## config.mk

```make
export PLATFORM = sky130hd
export DESIGN_NAME = out_fault_guard
export DESIGN_NICKNAME = d
export VERILOG_FILES = /design/src/rtl/fg_pkg.sv /design/src/rtl/fg_flag_sync.sv /design/src/rtl/fg_short_latch.sv /design/src/rtl/fg_therm_latch.sv /design/src/rtl/out_fault_guard.sv
export SDC_FILE = /design/constraint.sdc
export NUM_CORES = 1
export LEC_CHECK = 0
export CAP_MARGIN = 40
export CORE_MARGIN = 2
export CORE_UTILIZATION = 45
export DETAILED_ROUTE_END_ITERATION = 7
export DONT_BUFFER_PORTS = 1
export PLACE_DENSITY = 0.71
export REMOVE_ABC_BUFFERS = 1
export SYNTH_ARGS = -nofsm -noshare
export SYNTH_HDL_FRONTEND = slang
export SYNTH_SLANG_ARGS = --single-unit
```

## constraint.sdc

```tcl
create_clock -name clk -period 1.1 [get_ports clk]
set_input_delay 0.11 -clock clk [delete_from_list [all_inputs] [get_ports clk]]
set_output_delay 0.11 -clock clk [all_outputs]
set_load 0.01 [all_outputs]
```

## src/rtl/fg_pkg.sv

```systemverilog
package fg_pkg;
    // Number of headphone drivers watched (left, right, common)
    localparam int HP_N  = 3;
    // Number of speaker drivers watched (left, right)
    localparam int SPK_N = 2;
    // Width of the status word: short bits low, thermal bits high
    localparam int STAT_W = HP_N + SPK_N;
endpackage

```

## src/rtl/fg_flag_sync.sv

```systemverilog
// fg_flag_sync: brings one asynchronous fault flag into the clock domain
// and qualifies it. Assumes SYNC_STAGES >= 2 and QUAL_CYCLES >= 1.
// level: synchronized flag; qual: synchronized flag high for QUAL_CYCLES
// consecutive clocks.
module fg_flag_sync #(
    parameter int SYNC_STAGES = 2,
    parameter int QUAL_CYCLES = 2
) (
    input  logic clk,
    input  logic rst_n,
    input  logic raw,
    output logic level,
    output logic qual
);
    localparam int CW = (QUAL_CYCLES > 1) ? $clog2(QUAL_CYCLES) : 1;
    localparam logic [CW-1:0] CNT_TOP = CW'(QUAL_CYCLES - 1);

    logic [SYNC_STAGES-1:0] chain;
    logic [CW-1:0]          run_cnt;

    // Shift the raw flag through the synchronizer chain
    always_ff @(posedge clk) begin
        if (!rst_n) chain <= '0;
        else        chain <= {chain[SYNC_STAGES-2:0], raw};
    end

    assign level = chain[SYNC_STAGES-1];

    // Count consecutive high cycles of the synchronized flag, saturating
    always_ff @(posedge clk) begin
        if (!rst_n)                 run_cnt <= '0;
        else if (!level)            run_cnt <= '0;
        else if (run_cnt != CNT_TOP) run_cnt <= run_cnt + 1'b1;
    end

    assign qual = level && (run_cnt == CNT_TOP);

    AST_QUAL_NEEDS_HISTORY: assert property (@(posedge clk) disable iff (!rst_n)
        qual |-> (QUAL_CYCLES < 2) || $past(level));
endmodule

```

## src/rtl/fg_short_latch.sv

```systemverilog
// fg_short_latch: holds one headphone short fault. Sets on a qualified
// flag while the software enable is high. Clears when the enable drops,
// or on a clear strobe while the synchronized flag is low.
module fg_short_latch (
    input  logic clk,
    input  logic rst_n,
    input  logic qual,
    input  logic level,
    input  logic en,
    input  logic clr,
    output logic lat
);
    // Update the short fault bit
    always_ff @(posedge clk) begin
        if (!rst_n)            lat <= 1'b0;
        else if (!en)          lat <= 1'b0;
        else if (clr && !level) lat <= 1'b0;
        else if (qual)         lat <= 1'b1;
    end

    AST_SHORT_OFF_WHEN_DISABLED: assert property (@(posedge clk) disable iff (!rst_n)
        !en |=> !lat);
    AST_SHORT_SET_NEEDS_QUAL: assert property (@(posedge clk) disable iff (!rst_n)
        $rose(lat) |-> $past(qual) && $past(en));
    AST_SHORT_STICKY: assert property (@(posedge clk) disable iff (!rst_n)
        lat && en && !(clr && !level) |=> lat);
endmodule

```

## src/rtl/fg_therm_latch.sv

```systemverilog
// fg_therm_latch: holds one speaker thermal fault. Sets on a qualified
// flag while the software enable is high. Only the release strobe of
// its own side clears it.
module fg_therm_latch (
    input  logic clk,
    input  logic rst_n,
    input  logic qual,
    input  logic en,
    input  logic rel,
    output logic lat
);
    // Update the thermal fault bit
    always_ff @(posedge clk) begin
        if (!rst_n)         lat <= 1'b0;
        else if (rel)       lat <= 1'b0;
        else if (qual && en) lat <= 1'b1;
    end

    AST_THERM_RELEASE: assert property (@(posedge clk) disable iff (!rst_n)
        rel |=> !lat);
    AST_THERM_STICKY: assert property (@(posedge clk) disable iff (!rst_n)
        lat && !rel |=> lat);
endmodule

```

## src/rtl/out_fault_guard.sv

```systemverilog
// out_fault_guard: fault protection for headphone and speaker stages.
// Headphone shorts gate their own driver. Any speaker thermal fault gates
// every output. Fault inputs are asynchronous; strobes and enables are
// synchronous to clk.
module out_fault_guard
    import fg_pkg::*;
#(
    parameter int SYNC_STAGES = 2,
    parameter int QUAL_CYCLES = 2
) (
    input  logic              clk,
    input  logic              rst_n,
    input  logic [HP_N-1:0]   hp_en_sw,
    input  logic [SPK_N-1:0]  spk_en_sw,
    input  logic [HP_N-1:0]   short_in,
    input  logic [SPK_N-1:0]  hot_in,
    input  logic [HP_N-1:0]   short_clr,
    input  logic [SPK_N-1:0]  therm_rel,
    output logic [HP_N-1:0]   hp_pwr,
    output logic [SPK_N-1:0]  spk_pwr,
    output logic [STAT_W-1:0] status
);
    logic [HP_N-1:0]  short_lvl, short_qual, short_lat;
    logic [SPK_N-1:0] hot_lvl, hot_qual, therm_lat;
    logic             any_therm;

    // One synchronizer and short latch per headphone driver
    for (genvar i = 0; i < HP_N; i++) begin : g_hp
        fg_flag_sync #(.SYNC_STAGES(SYNC_STAGES), .QUAL_CYCLES(QUAL_CYCLES)) u_sync (
            .clk(clk), .rst_n(rst_n), .raw(short_in[i]),
            .level(short_lvl[i]), .qual(short_qual[i]));
        fg_short_latch u_lat (
            .clk(clk), .rst_n(rst_n), .qual(short_qual[i]), .level(short_lvl[i]),
            .en(hp_en_sw[i]), .clr(short_clr[i]), .lat(short_lat[i]));

        AST_SHORT_CUTS_OWN: assert property (@(posedge clk) disable iff (!rst_n)
            short_qual[i] && hp_en_sw[i] |=> !hp_pwr[i]);
    end

    // One synchronizer and thermal latch per speaker side
    for (genvar j = 0; j < SPK_N; j++) begin : g_spk
        fg_flag_sync #(.SYNC_STAGES(SYNC_STAGES), .QUAL_CYCLES(QUAL_CYCLES)) u_sync (
            .clk(clk), .rst_n(rst_n), .raw(hot_in[j]),
            .level(hot_lvl[j]), .qual(hot_qual[j]));
        fg_therm_latch u_lat (
            .clk(clk), .rst_n(rst_n), .qual(hot_qual[j]), .en(spk_en_sw[j]),
            .rel(therm_rel[j]), .lat(therm_lat[j]));

        AST_THERM_ALL_OFF: assert property (@(posedge clk) disable iff (!rst_n)
            hot_qual[j] && spk_en_sw[j] && !therm_rel[j] |=>
                (hp_pwr == '0) && (spk_pwr == '0));
    end

    // Gate software enables with own and global faults
    always_comb begin
        any_therm = |therm_lat;
        hp_pwr    = hp_en_sw & ~short_lat & {HP_N{~any_therm}};
        spk_pwr   = spk_en_sw & {SPK_N{~any_therm}};
        status    = {therm_lat, short_lat};
    end

    // Unused-lint guard: hot_lvl is only for observation of the sync chain
    logic hot_lvl_seen;
    assign hot_lvl_seen = |hot_lvl;

    AST_NO_SW_NO_PWR: assert property (@(posedge clk) disable iff (!rst_n)
        ((hp_pwr & ~hp_en_sw) == '0) && ((spk_pwr & ~spk_en_sw) == '0));
    AST_RESET_CLEARS: assert property (@(posedge clk)
        !rst_n |=> (status == '0));
endmodule

```

# Word-level counts from Yosys, hierarchy flattened
# Cells that the tools add are included.
# classes
add_sub_neg	5
n_mux	5
n_bitwise	9
n_reduce_logical	24
# op_table
cell	count
1-bit logical AND	10
2-bit AND reduction	5
3-bit OR reduction	3
3-bit bitwise AND	2
2-bit OR reduction	3
1-bit adder, second input constant	5
1-bit 2-to-1 mux	5
1-bit inverter	5
1-bit zero test	3
3-bit inverter	1
2-bit bitwise AND	1
# totals
regBits	20
in_bits	17
output_inout_bits	10
word_cells	58

# Longest topological paths before layout
# logic_depth
word_depth	3
depth_mapped	3
mapped_depth_nobuf	3

# Modules after synthesis
# Synthesis repeated with hierarchy kept, for this count alone.
# hier_totals
cells_unflattened	58
hier_area_um2	676.9
# by_module_without_submodules
mod	n_inst	cells_each	area_each_um2	seq_area_each_um2
fg_flag_sync	5	7	85.1	60.1
fg_short_latch	3	4	45.0	20.0
fg_therm_latch	2	3	37.5	20.0
out_fault_guard	1	5	41.3	0.0

# Least setup slack after synthesis
# No wires, ideal clock.
# synth_path
kind	flip-flop to output port
start	reg g_spk[1].u_lat.lat
end	out hp_pwr[1]
arrival_time_ps	835
required_time_ps	990
path_slack_ps	155
stages_incl_launch_ff	2
path_cell_list	dfxtp_1 -> nor4b_1
# synth_between
elab_chain_len	3
# synth_lines
item	line	rtl
start, declared	fg_therm_latch.sv:10	output logic lat
start signal, assigned	fg_therm_latch.sv:14	if (!rst_n) lat <= 1'b0;
start signal, assigned	fg_therm_latch.sv:15	else if (rel) lat <= 1'b0;
start signal, assigned	fg_therm_latch.sv:16	else if (qual && en) lat <= 1'b1;
2-bit OR reduction	out_fault_guard.sv:56	any_therm = |therm_lat;
1-bit inverter	out_fault_guard.sv:57	hp_pwr = hp_en_sw & ~short_lat & {HP_N{~any_therm}};
3-bit bitwise AND	out_fault_guard.sv:57	
end, declared	out_fault_guard.sv:19	output logic [HP_N-1:0] hp_pwr,
# Every way passes these cells.

# Worst setup path after layout
# layout_path
start	reg g_spk[1].u_lat.lat
end	out hp_pwr[0]
# The elaborated chain is that of the path after synthesis.

==> summary.txt <==
Worst setup path
  – Critical Path Source Type: register
  – CP endpoint kind: primary output
  – Kind of critical path: register to primary output
  – R2r setup slk: 340 ps
  – RR Startpoint: g_hp[2].u_lat.lat
  – Critical path required time: 990 ps
  – CP max FO: 7
  – Cells on worst reg2reg path: 2
  – CP arrival: 1120 ps
  – Reg-to-Reg End: g_hp[2].u_lat.lat

Global route
  – Total GRT Usage: 0.1363
  – Vias in the first global route: 419
  – GRT Residual Overflow: 0
  – Largest net degree at the start of global routing: 21
  – Initial antenna violation count: 0
  – First-pass GRT wire length: 1773 um

Yosys
  – Post-synth ARST share: 0
  – Post-synth top cells: 20 x dfxtp_1, 15 x and2_1, 6 x nand2_1, 5 x buf_4, 4 x nor3b_1
  – Synth area leaders: dfxtp_1 59%, and2_1 14%, buf_4 5.6%
  – Ys flop type: dfxtp_1
  – Sequential fraction of the synthesis area: 0.5937
  – EDFF count, synth: 0
  – Mapped Avg Cell Area: 10.22 um^2
  – Netlist cell types: 12
  – Cells after synthesis: 66
  – Top cell type's share of synthesized area: 0.5937
  – #FFs+latches synth: 20
  – Syn. warnings: 0
  – Most numerous cell in the Yosys netlist: dfxtp_1
  – Area leader, netlist: dfxtp_1
  – Cell area after synthesis: 674.4 um^2

Clock network
  – Max Root-Sink Buffers: 2
  – TritonCTS clock tree: built
  – H-Tree Depth: 1
  – Reg clk slew, reported paths: 100 ps
  – Clock latency on the worst-skew pair: 290 ps
  – Clk sinks: 20
  – Clk root buf: clkbuf_4
  – Number of CTS-inserted buffers: 3

Floorplanning
  – Die Area: 1824 um^2
  – IO Count: 27
  – Core footprint: 1350 um^2
  – Die width: 42.71 um
  – Initial Utilization: 0.4995
  – # rows: 13
  – Die Y: 42.71 um

Power
  – Static leakage: 0.0003616 uW
  – Net Switching: 243.6 uW
  – Tot Pwr: 1247 uW
  – P_int: 1003 uW
  – Power share of the combinational group: 0.073
  – Sequential power share: 0.600
  – VDD IR max: 1.251 mV
  – Sw frac: 0.1954
  – Pwr dens: 1436 nW/um^2
  – Clk pwr share: 0.327

Routing
  – DR pass1 iterations: 3
  – Antenna-violating nets left: 0
  – Vias: 466
  – DR iter-0 viols: 3
  – DRC Markers: 0
  – Vias per inst: 4.957
  – DRT Wirelength: 1088 um
  – Avg WL per Cell: 11.57 um

Timing
  – Final Max Tran Viols: 0
  – Setup violations, final: 5
  – Worst hold slack: 38.20 ps
  – Final Hold Viols: 0
  – Rel. slew slack: 0.6620
  – Period minus WS final: 1229 ps
  – FMAX: 813.6 MHz
  – Worst slew pin tran: 507.1 ps
  – Clk_skew: 3.325 ps
  – Final worst slack: -129.1 ps
  – Final Cycle Share: 1.117
  – Unrepaired setup endpoints after global routing: yes

Status
  – Run status: finished, violations left
  – Failing checks: setup timing

Worst hold path
  – Min-delay src: spk_en_sw[1]
  – Hold path depth: 2
  – Worst Hold Class: input port to register
  – Hold worst-path end: g_spk[1].u_lat.lat

Placement
  – PortBufs: 0
  – Post-DP HPWL: 701.3 um
  – Placer Congestion: 0.6410

Job
  – Maxcap violations: 0

Finish
  – Layout area overhead: 28.76%
  – ANT cells: 0
  – Multi-input gate area: 242.7 um^2
  – Fraction of final layout cells sized beyond drive strength 1: 0.1899
  – Layout Nets: 97
  – Final-layout fill cell count: 121
  – Register area: 409.1 um^2
[worst max-delay path by stage]
stage | start | endpoint | depth (start not counted)
after floorplan | g_spk[1].u_lat.lat | hp_pwr[1] | 1
after global placement | g_spk[1].u_lat.lat | hp_pwr[2] | 2
after detailed placement | g_spk[1].u_lat.lat | hp_pwr[1] | 2
after CTS | g_spk[1].u_lat.lat | hp_pwr[2] | 2
after global routing | g_spk[1].u_lat.lat | hp_pwr[0] | 2
final | g_spk[1].u_lat.lat | hp_pwr[0] | 2
[cell usage in the layout (no fill, tap or decap)]
| master | Yosys | final |
|---|---|---|
| dfxtp_1 | 20 | 17 |
| and2_1 | 15 | 15 |
| dlygate4sd3_1 | 0 | 10 |
| nand2_1 | 6 | 6 |
| buf_4 | 5 | 5 |
| nor3b_1 | 4 | 4 |
| inv_1 | 3 | 3 |
| o21ai_0 | 3 | 3 |
| a21oi_1 | 3 | 3 |
| clkbuf_4 | 0 | 3 |
| nor4b_2 | 0 | 2 |
| a31oi_1 | 2 | 2 |
| dfxtp_4 | 0 | 2 |
| nor4b_4 | 0 | 1 |
| clkbuf_8 | 0 | 1 |
| dfxtp_2 | 0 | 1 |
| dlymetal6s4s_1 | 0 | 1 |
[state kept, by name, indices dropped and copies added, names as in the netlist]
name                  count
g_hp.u_lat.lat            3
g_spk.u_lat.lat           2
g_spk.u_sync.chain        4
g_spk.u_sync.run_cnt      2
g_hp.u_sync.chain         6
g_hp.u_sync.run_cnt       3
[cell type report]
| type | instances | area share |
|---|---|---|
| sequential | 20 | 0.4712 |
| multi-input combinational | 36 | 0.2795 |
| timing repair buffer | 16 | 0.1729 |
| clock buffer | 4 | 0.04179 |
| tap | 15 | 0.02161 |
| inverter | 3 | 0.01297 |
[repair_timing]
item	in CTS	in global routing
resized for setup	7	3
pin swaps	0	1
setup endpoints to repair	5	8
hold buffers	11	0
hold endpoints to repair	20	0
setup buffers	0	0
[power by group through the flow]
stage	sequential [uW]	clock (uW)	combinational [uW]
after floorplan	768	0	32.5
after global placement	769	0	48.1
after detailed placement	770	0	49.3
after CTS	751	425	89.7
after global routing	752	459	101
final	749	407	91.1
[cell families after synthesis]
| family | Yosys count | synth area share |
|---|---|---|
| buf+inv | 10 | 0.08719 |
| compound gates | 8 | 0.06306 |
| simple gates | 28 | 0.2560 |
| flops | 20 | 0.5937 |
[per-layer routing]
metal  up-vias  global-route usage  wire length, um
li1        238                   -                -
met1       207              0.1467              441
met2        19              0.2182              528
met3         2             0.07660              105
met4         0             0.05625               12
met5         -                   0                0
[metrics by stage]
stage	TNS, ps	setup slack, ps	instance area, um^2	utilization	cells
final	-512.1	-129.1	868.3	0.6432	94
after global routing	-839.2	-206.4	868.3	0.6432	94
after CTS	-613.7	-143.0	854.6	0.6330	94
after detailed placement	0	105.0	683.2	0.5060	79
after global placement	0	82.40	683.2	0.5060	79
after floorplan	0	116.7	626.9	-	59
[critical path, stage by stage (launching register included)]
cell     delay [ps]
dfxtp_4         400
nor4b_2         260
buf_4           160
Note: power is estimated with default switching activity, not from simulation.
